[src/rtl/skew_clk_bank.sv]
module skew_clk_bank (
  input  logic        clk,
  input  logic        rst_n,
  input  logic        ref_in,
  input  logic [1:0]  range_sel,
  input  logic [1:0]  test_sel,
  input  logic        pol_rise,
  input  logic        soe_stop,
  input  logic        pwr_on,
  input  logic [15:0] pair_code,
  output logic [7:0]  clk_out
);

  function automatic logic [1:0] lvl3(input logic [1:0] v);
    return (v == 2'b11) ? 2'b01 : v;
  endfunction

  function automatic logic [3:0] code_idx(input logic [3:0] f);
    return {2'b0, lvl3(f[3:2])} * 4'd3 + {2'b0, lvl3(f[1:0])};
  endfunction

  function automatic logic wave(input int g, input logic [3:0] c, input logic [6:0] tk,
                                input logic [6:0] pm, input logic pl);
    logic [6:0] wrap, half, skw, t;
    logic sp;
    wrap = {pm[4:0], 2'b11};
    half = {1'b0, pm[6:1]} + 7'd1;
    sp   = (g >= 2) && (c == 4'd0 || c == 4'd8);
    skw  = {3'b0, c} - 7'd4;
    if (g >= 2) skw = skw << 1;
    if (sp) skw = 7'd0;
    t = (tk - skw - (pl ? 7'd0 : half)) & wrap;
    if (g >= 2 && c == 4'd0) return (t & {pm[5:0], 1'b1}) <= pm;
    if (g == 2 && c == 4'd8) return t <= {pm[5:0], 1'b1};
    return ((t & pm) < half) ^ (g == 3 && c == 4'd8);
  endfunction

  logic [6:0]      tick;
  logic [1:0]      rng_q;
  logic            pol_q;
  logic [3:0][3:0] code_q;
  logic [6:0]      pmask;
  logic [3:0]      run, lvl, req, stp, prv, oq;
  logic [1:0]      tmode;
  logic            bypass, frame_end, period_end;

  always_comb begin
    case (rng_q)
      2'b00:   pmask = 7'd31;
      2'b10:   pmask = 7'd7;
      default: pmask = 7'd15;
    endcase
  end

  assign frame_end  = tick == {pmask[4:0], 2'b11};
  assign period_end = (tick & pmask) == pmask;
  assign tmode      = lvl3(test_sel);
  assign bypass     = (tmode == 2'b10) || (tmode == 2'b01 && !soe_stop);

  always_comb begin
    for (int i = 0; i < 4; i++) begin
      run[i] = wave(i, code_q[i], tick, pmask, pol_q);
      lvl[i] = (i == 3 && code_q[3] == 4'd8) ? pol_q : 1'b0;
      req[i] = (tmode == 2'b01) ? (code_q[i] == 4'd0) : (soe_stop && i != 1);
    end
  end

  always_ff @(posedge clk or negedge rst_n) begin
    if (!rst_n) begin
      tick   <= '0;
      rng_q  <= 2'b01;
      pol_q  <= 1'b1;
      code_q <= {4{4'd4}};
      stp    <= '0;
      prv    <= '0;
      oq     <= '0;
    end else begin
      tick <= frame_end ? 7'd0 : tick + 7'd1;
      if (frame_end) rng_q <= lvl3(range_sel);
      if (period_end) begin
        pol_q <= pol_rise;
        for (int i = 0; i < 4; i++) code_q[i] <= code_idx(pair_code[4*i +: 4]);
      end
      prv <= run;
      if (!pwr_on) begin
        oq  <= '0;
        stp <= '0;
      end else if (bypass) begin
        oq  <= {4{ref_in}};
        stp <= '0;
      end else begin
        for (int i = 0; i < 4; i++) begin
          if (stp[i]) begin
            if (!req[i] && run[i] != lvl[i] && prv[i] == lvl[i]) begin
              stp[i] <= 1'b0;
              oq[i]  <= run[i];
            end else begin
              oq[i]  <= lvl[i];
            end
          end else begin
            oq[i] <= run[i];
            if (req[i] && run[i] == lvl[i]) stp[i] <= 1'b1;
          end
        end
      end
    end
  end

  for (genvar g = 0; g < 4; g++) begin : g_pin
    assign clk_out[2*g +: 2] = {2{oq[g]}};
  end


  pd_low_chk: assert property (@(posedge clk) disable iff (!rst_n)
    !pwr_on |=> clk_out == 8'h00);


  bypass_follow_chk: assert property (@(posedge clk) disable iff (!rst_n)
    (bypass && pwr_on) |=> clk_out == {8{$past(ref_in)}});


  code_edge_chk: assert property (@(posedge clk) disable iff (!rst_n)
    !$stable(code_q) |-> (tick & pmask) == 7'd0);


  range_edge_chk: assert property (@(posedge clk) disable iff (!rst_n)
    !$stable(rng_q) |-> tick == 7'd0);

endmodule

[config.mk]
export PLATFORM = sky130hd
export DESIGN_NAME = skew_clk_bank
export DESIGN_NICKNAME = d
export VERILOG_FILES = /design/src/rtl/skew_clk_bank.sv
export SDC_FILE = /design/constraint.sdc
export NUM_CORES = 1
export LEC_CHECK = 0
export BUFFER_PORTS_ARGS = -buffer_cell sky130_fd_sc_hd__clkbuf_2
export CAP_MARGIN = 10
export CORE_ASPECT_RATIO = 1.4
export CORE_MARGIN = 4
export CORE_UTILIZATION = 30
export DETAILED_ROUTE_END_ITERATION = 16
export SLEW_MARGIN = 40
export SYNTH_ARGS = -nofsm -noshare
export SYNTH_HDL_FRONTEND = slang
export SYNTH_SLANG_ARGS = --single-unit
[constraint.sdc]
create_clock -name clk -period 4.2 [get_ports clk]
set_input_delay 0 -clock clk [delete_from_list [all_inputs] [get_ports clk]]
set_output_delay 0 -clock clk [all_outputs]
set_load 0.01 [all_outputs]
# ---- Yosys cells after proc, flatten, opt, wreduce, memory -nomap -nowiden
# Index checks and enable logic that the tools add are counted.
dict set report word_totals {
  reg_bits 38
  input_bits 26
  out_inout_bits 8
}
dict set report classes {
  muxes 54
  n_addsub 18
  magnitude_cmp 7
  eq_ne 20
  n_mul 4
  reduce_logical 26
  bitwise_logic 18
}
# cell count
set ops {}
lappend ops {{$sub 7x7->7} 7}
lappend ops {{$and 7x7->7} 6}
lappend ops {{$mux 1} 35}
lappend ops {{$eq 2x2->1 const B} 12}
lappend ops {{$and 7x5->7} 3}
lappend ops {{$lt 7x7->1} 3}
lappend ops {{$mux 7} 3}
lappend ops {{$mux 2} 10}
lappend ops {{$sub 4x3->5 const B} 4}
lappend ops {{$add 4x2->4} 4}
lappend ops {{$logic_not 4->1} 4}
lappend ops {{$mul 2x2->4 const B} 4}
lappend ops {{$mux 4} 4}
lappend ops {{$and 7x6->7} 2}
lappend ops {{$eq 7x7->1} 2}
lappend ops {{$le 7x5->1} 2}
lappend ops {{$logic_and 1x1->1} 13}
lappend ops {{$pmux 5 s2} 1}
lappend ops {{$eq 4x4->1 const B} 2}
lappend ops {{$add 7x1->7 const B} 1}
lappend ops {{$le 7x6->1} 1}
lappend ops {{$lt 7x5->1} 1}
lappend ops {{$sub 7x5->7} 1}
lappend ops {{$not 1->1} 6}
lappend ops {{9 further kinds} 16}

# ---- Depth between registers and ports, before layout
# Gate-level depths: netlist of run 1.
dict set report depth {
  depth_word 18
  ltp_mapped 18
}

# ---- Worst setup path after synthesis of run 1
# OpenSTA, ideal clock, no wires.
dict set report synth_path {
  path_type {flip-flop to flip-flop}
  start {reg code_q[14] (netlist name)}
  end {reg stp[3]}
  setup_slack_ns 0.123
  stages_incl_launch_ff 19
  arrival_time_ns 3.956
  required_time_ns 4.079
  setup_ns 0.121
  path_cell_list {dfstp_2 inv_1 ha_1 or2_2 and2_1 or2_2 fa_1 ha_1 a21oi_1 xor2_1 nor2_1 ha_1 o21ai_0 a32oi_1 a21oi_1 a41oi_1 o21ai_1 nor3_1 and4bb_2}
}
dict set report synth_between {
  elab_chain_len 17
  elab_cells_between_ends 30
}
# element line
set synth_lines {}
lappend synth_lines {{start: declaration} 41} ;# logic [3:0][3:0] code_q;
lappend synth_lines {{start signal: assignment} 73} ;# code_q <= {4{4'd4}};
lappend synth_lines {{parallel branches: the longest is 9 deep, another holds $sub 7x7->7} n/a}
lappend synth_lines {{$mux 1 *} 34} ;# if (g == 2 && c == 4'd8) return t <= {pm[5:0], 1'b1};
lappend synth_lines {{net run[3]} 43} ;# logic [3:0] run, lvl, req, stp, prv, oq;
lappend synth_lines {{$ne 1x1->1} 94} ;# if (!req[i] && run[i] != lvl[i] && prv[i] == lvl[i]) begin
lappend synth_lines {{$logic_and 1x1->1 (2 in series)} 94}
lappend synth_lines {{$mux 1} 94}
lappend synth_lines {{$mux 1 *} 93} ;# if (stp[i]) begin
lappend synth_lines {{$mux 4 *} 88} ;# end else if (bypass) begin
lappend synth_lines {{$mux 4 *} 85} ;# if (!pwr_on) begin
lappend synth_lines {{end signal: assignment} 87} ;# stp <= '0;
lappend synth_lines {{end signal: assignment} 90} ;# stp <= '0;
lappend synth_lines {{end signal: indexed assignment} 95} ;# stp[i] <= 1'b0;
lappend synth_lines {{end: declaration} 43}
# Mark *: on every way through the listed nets, which the timed path passes. The select of a mux whose other input is x is not followed.
# A chain may end at the register's enable or synchronous reset.

# ---- Worst setup path in the final report of run 1
# Ends and elaborated chain as after synthesis.

==> results of run 1 <==
## report_power, final
part	internal, mW	switching, mW	total, mW
combinational	0.306	0.349	0.655
sequential	0.418	0.0268	0.445
clock	0.235	0.147	0.383
total	0.959	0.523	1.48
## cell usage in the layout (no fill, tap or decap), drive strengths merged, types with 2 or more instances in the layout
cell type,instances
dlygate4sd3,5
a31oi,4
o21a,4
nand2,24
nor2b,10
o21ai,20
dfstp,6
and4bb,2
mux2,6
a31o,2
a21oi,28
nand2b,11
nor2,37
xor2,6
xnor2,22
o31ai,2
and2,2
fa,14
nor3,3
ha,53
clkbuf,40
inv,51
a41oi,2
or2,6
nand3b,3
buf,7
nand3,4
dfrtp,32
## cell families after synthesis
logic type | Yosys count | synth area share
mux | 7 | 0.0222
xor+xnor | 28 | 0.0722
flops | 38 | 0.274
fa+ha+maj | 67 | 0.270
compound gates | 69 | 0.120
simple gates | 110 | 0.163
buf+inv | 69 | 0.0787
## area by class of cell
cell class                 count  area (µm²)
clock inverter                 1        5.00
sequential                    38         958
clock buffer                   7         143
multi-input combinational    281        2340
timing repair buffer          45         270
tap                          144         180
inverter                      51         194
fill                        1195        7300
## worst max path at each step
stage	from	to	slack [ns]
after floorplan	code_q[14]	stp[3]	0.12
after global placement	code_q[14]	stp[3]	0.02
after detailed placement	code_q[14]	stp[3]	-0.16
after CTS	code_q[14]	stp[3]	0.005
after global routing	code_q[14]	stp[3]	-0.06
final	code_q[14]	stp[3]	0.12
## repair_timing
item                                    CTS  global route
pin swaps                                 5             9
gates cloned                              0             0
resized for setup                         3            14
endpoints found under the hold margin    36             0
hold buffers                              5             0
setup buffers                             0             2
endpoints found under the setup margin    2             4
## critical path, stage by stage, from the launching register on
cell and delay (ns):
dfstp_2 0.55, inv_4 0.05, ha_4 0.15, or2_4 0.25, and2_4 0.16, or2_4 0.23, fa_1 0.55, ha_4 0.23
a21oi_2 0.15, xor2_1 0.22, nor2_1 0.08, ha_1 0.29, o21ai_1 0.05, a32oi_1 0.21, a21oi_1 0.09, a41oi_2 0.18
o21ai_2 0.12, nor3_2 0.17, and4bb_2 0.24
## sequential cells by signal (all words and copies together) (netlist names)
signal	count
code_q	16
tick	7
oq	4
prv	4
stp	4
rng_q	2
pol_q	1
## through the flow
stage          total power, mW  setup slack, ns  setup TNS, ns  hold slack, ns
6_report                  1.48            0.117              0          0.0808
5_1_grt                   1.62          -0.0595        -0.0595          0.0943
4_1_cts                   1.47          0.00474              0          0.0745
3_5_place_dp              1.06           -0.156         -0.188          0.0468
3_3_place_gp              1.02           0.0154              0           0.194
2_1_floorplan            0.923            0.123              0          -0.296
## metal layers
metal / up-vias / track usage / routed length (µm) / part of all wire
li1: 1342 / - / - / -
met4: 0 / 0.0516 / 288 / 0.038
met5: - / 0 / 0 / 0
met2: 60 / 0.221 / 3870 / 0.51
met1: 1226 / 0.139 / 3170 / 0.42
met3: 17 / 0.0175 / 269 / 0.035
==> metrics.md, run 1 <==
| Metric | Value |
|---|---|
| Status | `finished, final reports clean` |
| Post-synthesis cell count | `388` |
| Hold depth | `4` |
| Die Ht | `136 µm` |
| Nets | `515` |
| Final core occ | `0.359` |
| LEAKAGE | `1.90 nW` |
| H-tree depth | `2` |
| Synth-to-Final Area Change | `16.9%` |
| Core footprint | `0.0114 mm²` |
| CTS sink cnt | `38` |
| Clock Tree Root | `clkbuf_16` |
| Antenna-violating nets left | `0` |
| Clock Latency Late Sink | `0.28 ns` |
| Routed WL | `7590 µm` |
| Max IR drop VDD | `169 µV` |
| FP Rows | `46` |
| Required time of the critical path | `4.37 ns` |
| FFs w/ async S/R, synth | `1.00` |
| Hold_sp | `pair_code[0]` |
| Placed Instance Area | `0.00380 mm²` |
| Peak Freq | `245 MHz` |
| Clock slew at reported path FFs | `0.06 ns` |
| Worst setup SP type | `flop` |
| Total of max-cap violations | `0` |
| Fin crit period | `4.08 ns` |
| Final instance area | `0.00409 mm²` |
| Synth Warn # | `0` |
| Crit Path Category | `flop to flop` |
| Slew margin rel. | `0.590` |
| CP Capture Type | `flop` |
| # setup viols final | `0` |
| RSZ-0062 raised after global routing | `true` |
| DP Cell Count | `552` |
| GRT Total Usage | `0.121` |
| Congestion Overflow GR | `0` |
| Post-synth EDFFs | `0` |
| Via count | `2645` |
| Post-synth net total | `481` |
| Final hold violation count | `0` |
| Max Clock Skew | `0.00576 ns` |
| Number of clock buffers inserted by TritonCTS | `5` |
| Largest net degree at the start of global routing | `39` |
| Post-synth top cells | `ha_1, inv_1, nor2_1` |
| Mapped Area | `0.00350 mm²` |
| Synthesized area per cell | `9.02 µm²` |
| First-pass GRT wire length | `13100 µm` |
| Buffers on Ports | `33` |
| Synth area leader | `dfrtp_1` |
| Share of the synthesized area in the top cell type | `0.229` |
| FF-to-FF setup slack | `0.12 ns` |
| Worst flop-to-flop path endpoint | `stp[3]` |
| DR WL/cell | `13.4 µm` |
| Iter 0 DRT Violations | `76` |
| Drc violations | `0` |
| Vias in the first global route | `2796` |
| CP max FO | `5` |
| Pwr Density | `362 mW/mm²` |
| Die X-Extent | `99.3 µm` |
| Synth unique cells | `47` |
| R2R Path Start | `code_q[14]` |
| Critical Path AT | `4.25 ns` |
| Register bit total from synthesis | `38` |
| Hold Path Class | `primary input to flop` |
| Min-Delay Endpoint | `code_q[0]` |
| Top FF cell, synth | `dfrtp_1` |
| GPL Wtd Cong | `0.866` |
| Ports | `34` |
| Initial antenna violation count | `0` |
| Sequential-to-total area share from yosys stat | `0.274` |
| Layout cells sized above 1 | `0.203` |
| Most frequent cell after synthesis | `ha_1` |
| Max Buffers Root-to-Sink | `2` |
| Die Area | `0.0135 mm²` |
| Non-Filler Instances | `567` |
| Initial Util | `0.307` |
| Worst slew pin tran | `0.609 ns` |
| Diode count | `0` |
| Worst R2R Path Depth | `18` |
| Top cells by area in the synthesized netlist | `dfrtp_1, ha_1, fa_1` |
| Drt via density | `4.66` |
| Max-slew violations | `0` |
| Tcrit/Tclk final | `0.972` |
| Drt pass-1 iters | `4` |
| CTS tree | `done` |
| HPWL Detailed | `6150 µm` |
(Power assumes the default switching activity.)
==> run 2: changes to the inputs <==
- RECOVER_POWER: unset -> 50
- clock period: 4.2 -> 3.9 ns (I/O delays scaled with it)
==> run 2 against run 1 <==
Effect of this change:
- the flow now finishes with violations (capacitance limit, slew limit, setup timing)
- global-route usage is 0.14 points lower
- via count is 0.45% higher
- core utilization is 0.57 points higher
- sequential share of layout area is 0.37 points lower
- clock power is 8.9% higher
- sequential power is 7.4% higher
- critical path type unchanged
- critical endpoint unchanged
==> metrics.md, run 2 (synthesis gave the netlist of run 1 again) <==
| Metric | Value |
|---|---|
| Status | `finished, violations left` |
| Violated checks | `capacitance limit, slew limit, setup timing` |
| Crit Path Category | `flop to flop` |
| Max Clock Skew | `0.00791 ns (+0.00215 ns)` |
| Drt pass-1 iters | `4 (unchanged)` |
| HPWL Detailed | `6150 µm (-0.10%)` |
| Clock Latency Late Sink | `0.29 ns (about the same)` |
| Routed WL | `7590 µm (about the same)` |
| FP Rows | `46 (unchanged)` |
| GPL Wtd Cong | `0.918 (+5.9%)` |
| Layout cells sized above 1 | `0.214 (+0.0111)` |
| Via count | `2657 (+0.45%)` |
| Clock Tree Root | `clkbuf_16` |
| Worst setup SP type | `flop` |
| CP Capture Type | `flop` |
| Total of max-cap violations | `1 (+1)` |
| # setup viols final | `2 (+2)` |
| Initial antenna violation count | `0 (unchanged)` |
| Max Buffers Root-to-Sink | `2 (unchanged)` |
| Congestion Overflow GR | `0 (unchanged)` |
| Die Ht | `136 µm (unchanged)` |
| Fill count | `1165 (-2.5%)` |
| Required time of the critical path | `4.07 ns (-0.30 ns)` |
| CTS tree | `done` |
| Synth-to-Final Area Change | `18.8%` |
| Register Area | `958 µm² (unchanged)` |
| Iter 0 DRT Violations | `100 (+32%)` |
| Core footprint | `0.0114 mm² (unchanged)` |
| Final hold violation count | `0 (unchanged)` |
| Clock slew at reported path FFs | `0.06 ns (about the same)` |
| Multi-input gate area | `0.00236 mm² (+0.96%)` |
| Hold Path Class | `primary input to flop` |
| Max-slew violations | `39 (+39)` |
| RSZ-0062 raised after global routing | `true` |
| H-tree depth | `2 (unchanged)` |
| Number of clock buffers inserted by TritonCTS | `5 (unchanged)` |
| Drc violations | `0 (unchanged)` |
| Max IR drop VDD | `173 µV (+2.3%)` |
| Hold WS | `0.0755 ns (-0.00525 ns)` |
| Ports | `34 (unchanged)` |
| Critical Path AT | `4.16 ns (-0.09 ns)` |
| Pwr Density | `393 mW/mm² (+8.5%)` |
| Tcrit/Tclk final | `1.02 (+0.0510)` |
| Antenna-violating nets left | `0 (unchanged)` |
| Slew margin rel. | `-0.388 (-0.978)` |
| GRT Total Usage | `0.120 (-0.00138)` |
| Nets | `521 (+1.2%)` |
| Die Area | `0.0135 mm² (unchanged)` |
| Setup ws final | `-0.0904 ns (-0.207 ns)` |
| CP max FO | `5 (unchanged)` |
| LEAKAGE | `1.91 nW (+0.91%)` |
| Most common library cell in the layout ignoring fill and taps | `inv_1` |
| DR WL/cell | `13.2 µm (-1.1%)` |
| Drt via density | `4.64 (-0.60%)` |
| Diode count | `0 (unchanged)` |
| Largest regs | `code_q: 16 flops, tick: 7 flops` |
| Max reg flops | `16 (unchanged)` |
| Largest net degree at the start of global routing | `39 (unchanged)` |
| Buffers on Ports | `33 (unchanged)` |
| Largest reg by FF count | `code_q` |
| Fin crit period | `3.99 ns (-0.0925 ns)` |
| Peak Freq | `251 MHz (+2.3%)` |
| Vias in the first global route | `2789 (-0.25%)` |
| Die X-Extent | `99.3 µm (unchanged)` |
| TNS Setup | `-0.107 ns (-0.107 ns)` |
| First-pass GRT wire length | `12800 µm (-2.1%)` |
| CTS sink cnt | `38 (unchanged)` |
| Initial Util | `0.307 (unchanged)` |
| Worst slew pin tran | `2.08 ns (+1.47 ns)` |
| Commonest non-fill, non-tap cells in the layout | `inv_1, ha_1, nor2_1` |
==> run 2: path summary, 6_finish.rpt <==
kind                               from         to  slack (ns)  cells past startpoint
max in group asynchronous         rst_n     stp[0]        1.85                      2
min in group asynchronous         rst_n   rng_q[1]        0.85                      2
min reg2reg                      stp[0]     stp[0]        0.48                      1
max reg2reg                  code_q[14]     stp[3]       -0.09                     17
max                          code_q[14]     stp[3]       -0.09                     17
min                        pair_code[0]  code_q[0]        0.08                      4
==> run 2: area by class of cell <==
type,count,share of cell area
flip-flops and latches,38,0.231
clock inverters,2,0.00301
clock buffers,6,0.0334
multi-input cells,281,0.569
inverters,51,0.0466
well taps,144,0.0433
repair buffers,51,0.0743
==> run 2: metrics by stage <==
| stage | std cells | worst slack [ns] | total power, mW | cell area, µm² | util |
|---|---|---|---|---|---|
| 6_report | 573 | -0.0904 | 1.63 | 4160 | 0.365 |
| 5_1_grt | 573 | -0.301 | 1.78 | 4160 | 0.365 |
| 4_1_cts | 572 | -0.139 | 1.61 | 4110 | 0.361 |
| 3_5_place_dp | 558 | -0.180 | 1.17 | 3870 | 0.340 |
| 3_3_place_gp | 558 | -0.0557 | 1.13 | 3870 | 0.339 |
| 2_1_floorplan | 388 | 0.0102 | 1.01 | 3520 | - |
==> run 2: worst max-delay path: stages (launching register included) <==
cell and delay [ns]:
dfstp_2 0.55, inv_4 0.05, ha_4 0.15, or2_4 0.25
and2_4 0.16, or2_4 0.22, fa_1 0.53, ha_4 0.23
a21oi_2 0.14, xor2_1 0.18, nor2_1 0.06, ha_1 0.30
nand2_1 0.07, nor4_2 0.25, o211ai_1 0.12, o21ai_2 0.26
a31oi_1 0.12, and4bb_2 0.24
==> run 2: metal layers <==
metal  vias to the layer above  GRT usage  part of all wire
li1                       1358          -                 -
met1                      1232      0.135              0.41
met2                        52      0.219              0.52
met3                        15     0.0191             0.032
met4                         0     0.0532             0.033
met5                         -          0                 0
==> run 2: what timing repair did <==
| item | in CTS | in global routing |
|---|---|---|
| gates resized for setup | 8 | 7 |
| cloned | 0 | 0 |
| buffers inserted | 1 | 1 |
| pin swaps | 10 | 8 |
| hold buffers | 5 | 0 |
| setup endpoints to repair | 2 | 4 |
| hold endpoints to repair | 36 | 0 |
==> run 2: power breakdown <==
| part | internal (mW) | leakage (nW) | switching (mW) |
|---|---|---|---|
| Sequential | 0.450 | 0.455 | 0.0283 |
| Clock | 0.253 | 0.0729 | 0.164 |
| Combinational | 0.360 | 1.38 | 0.380 |
| Total | 1.06 | 1.91 | 0.572 |
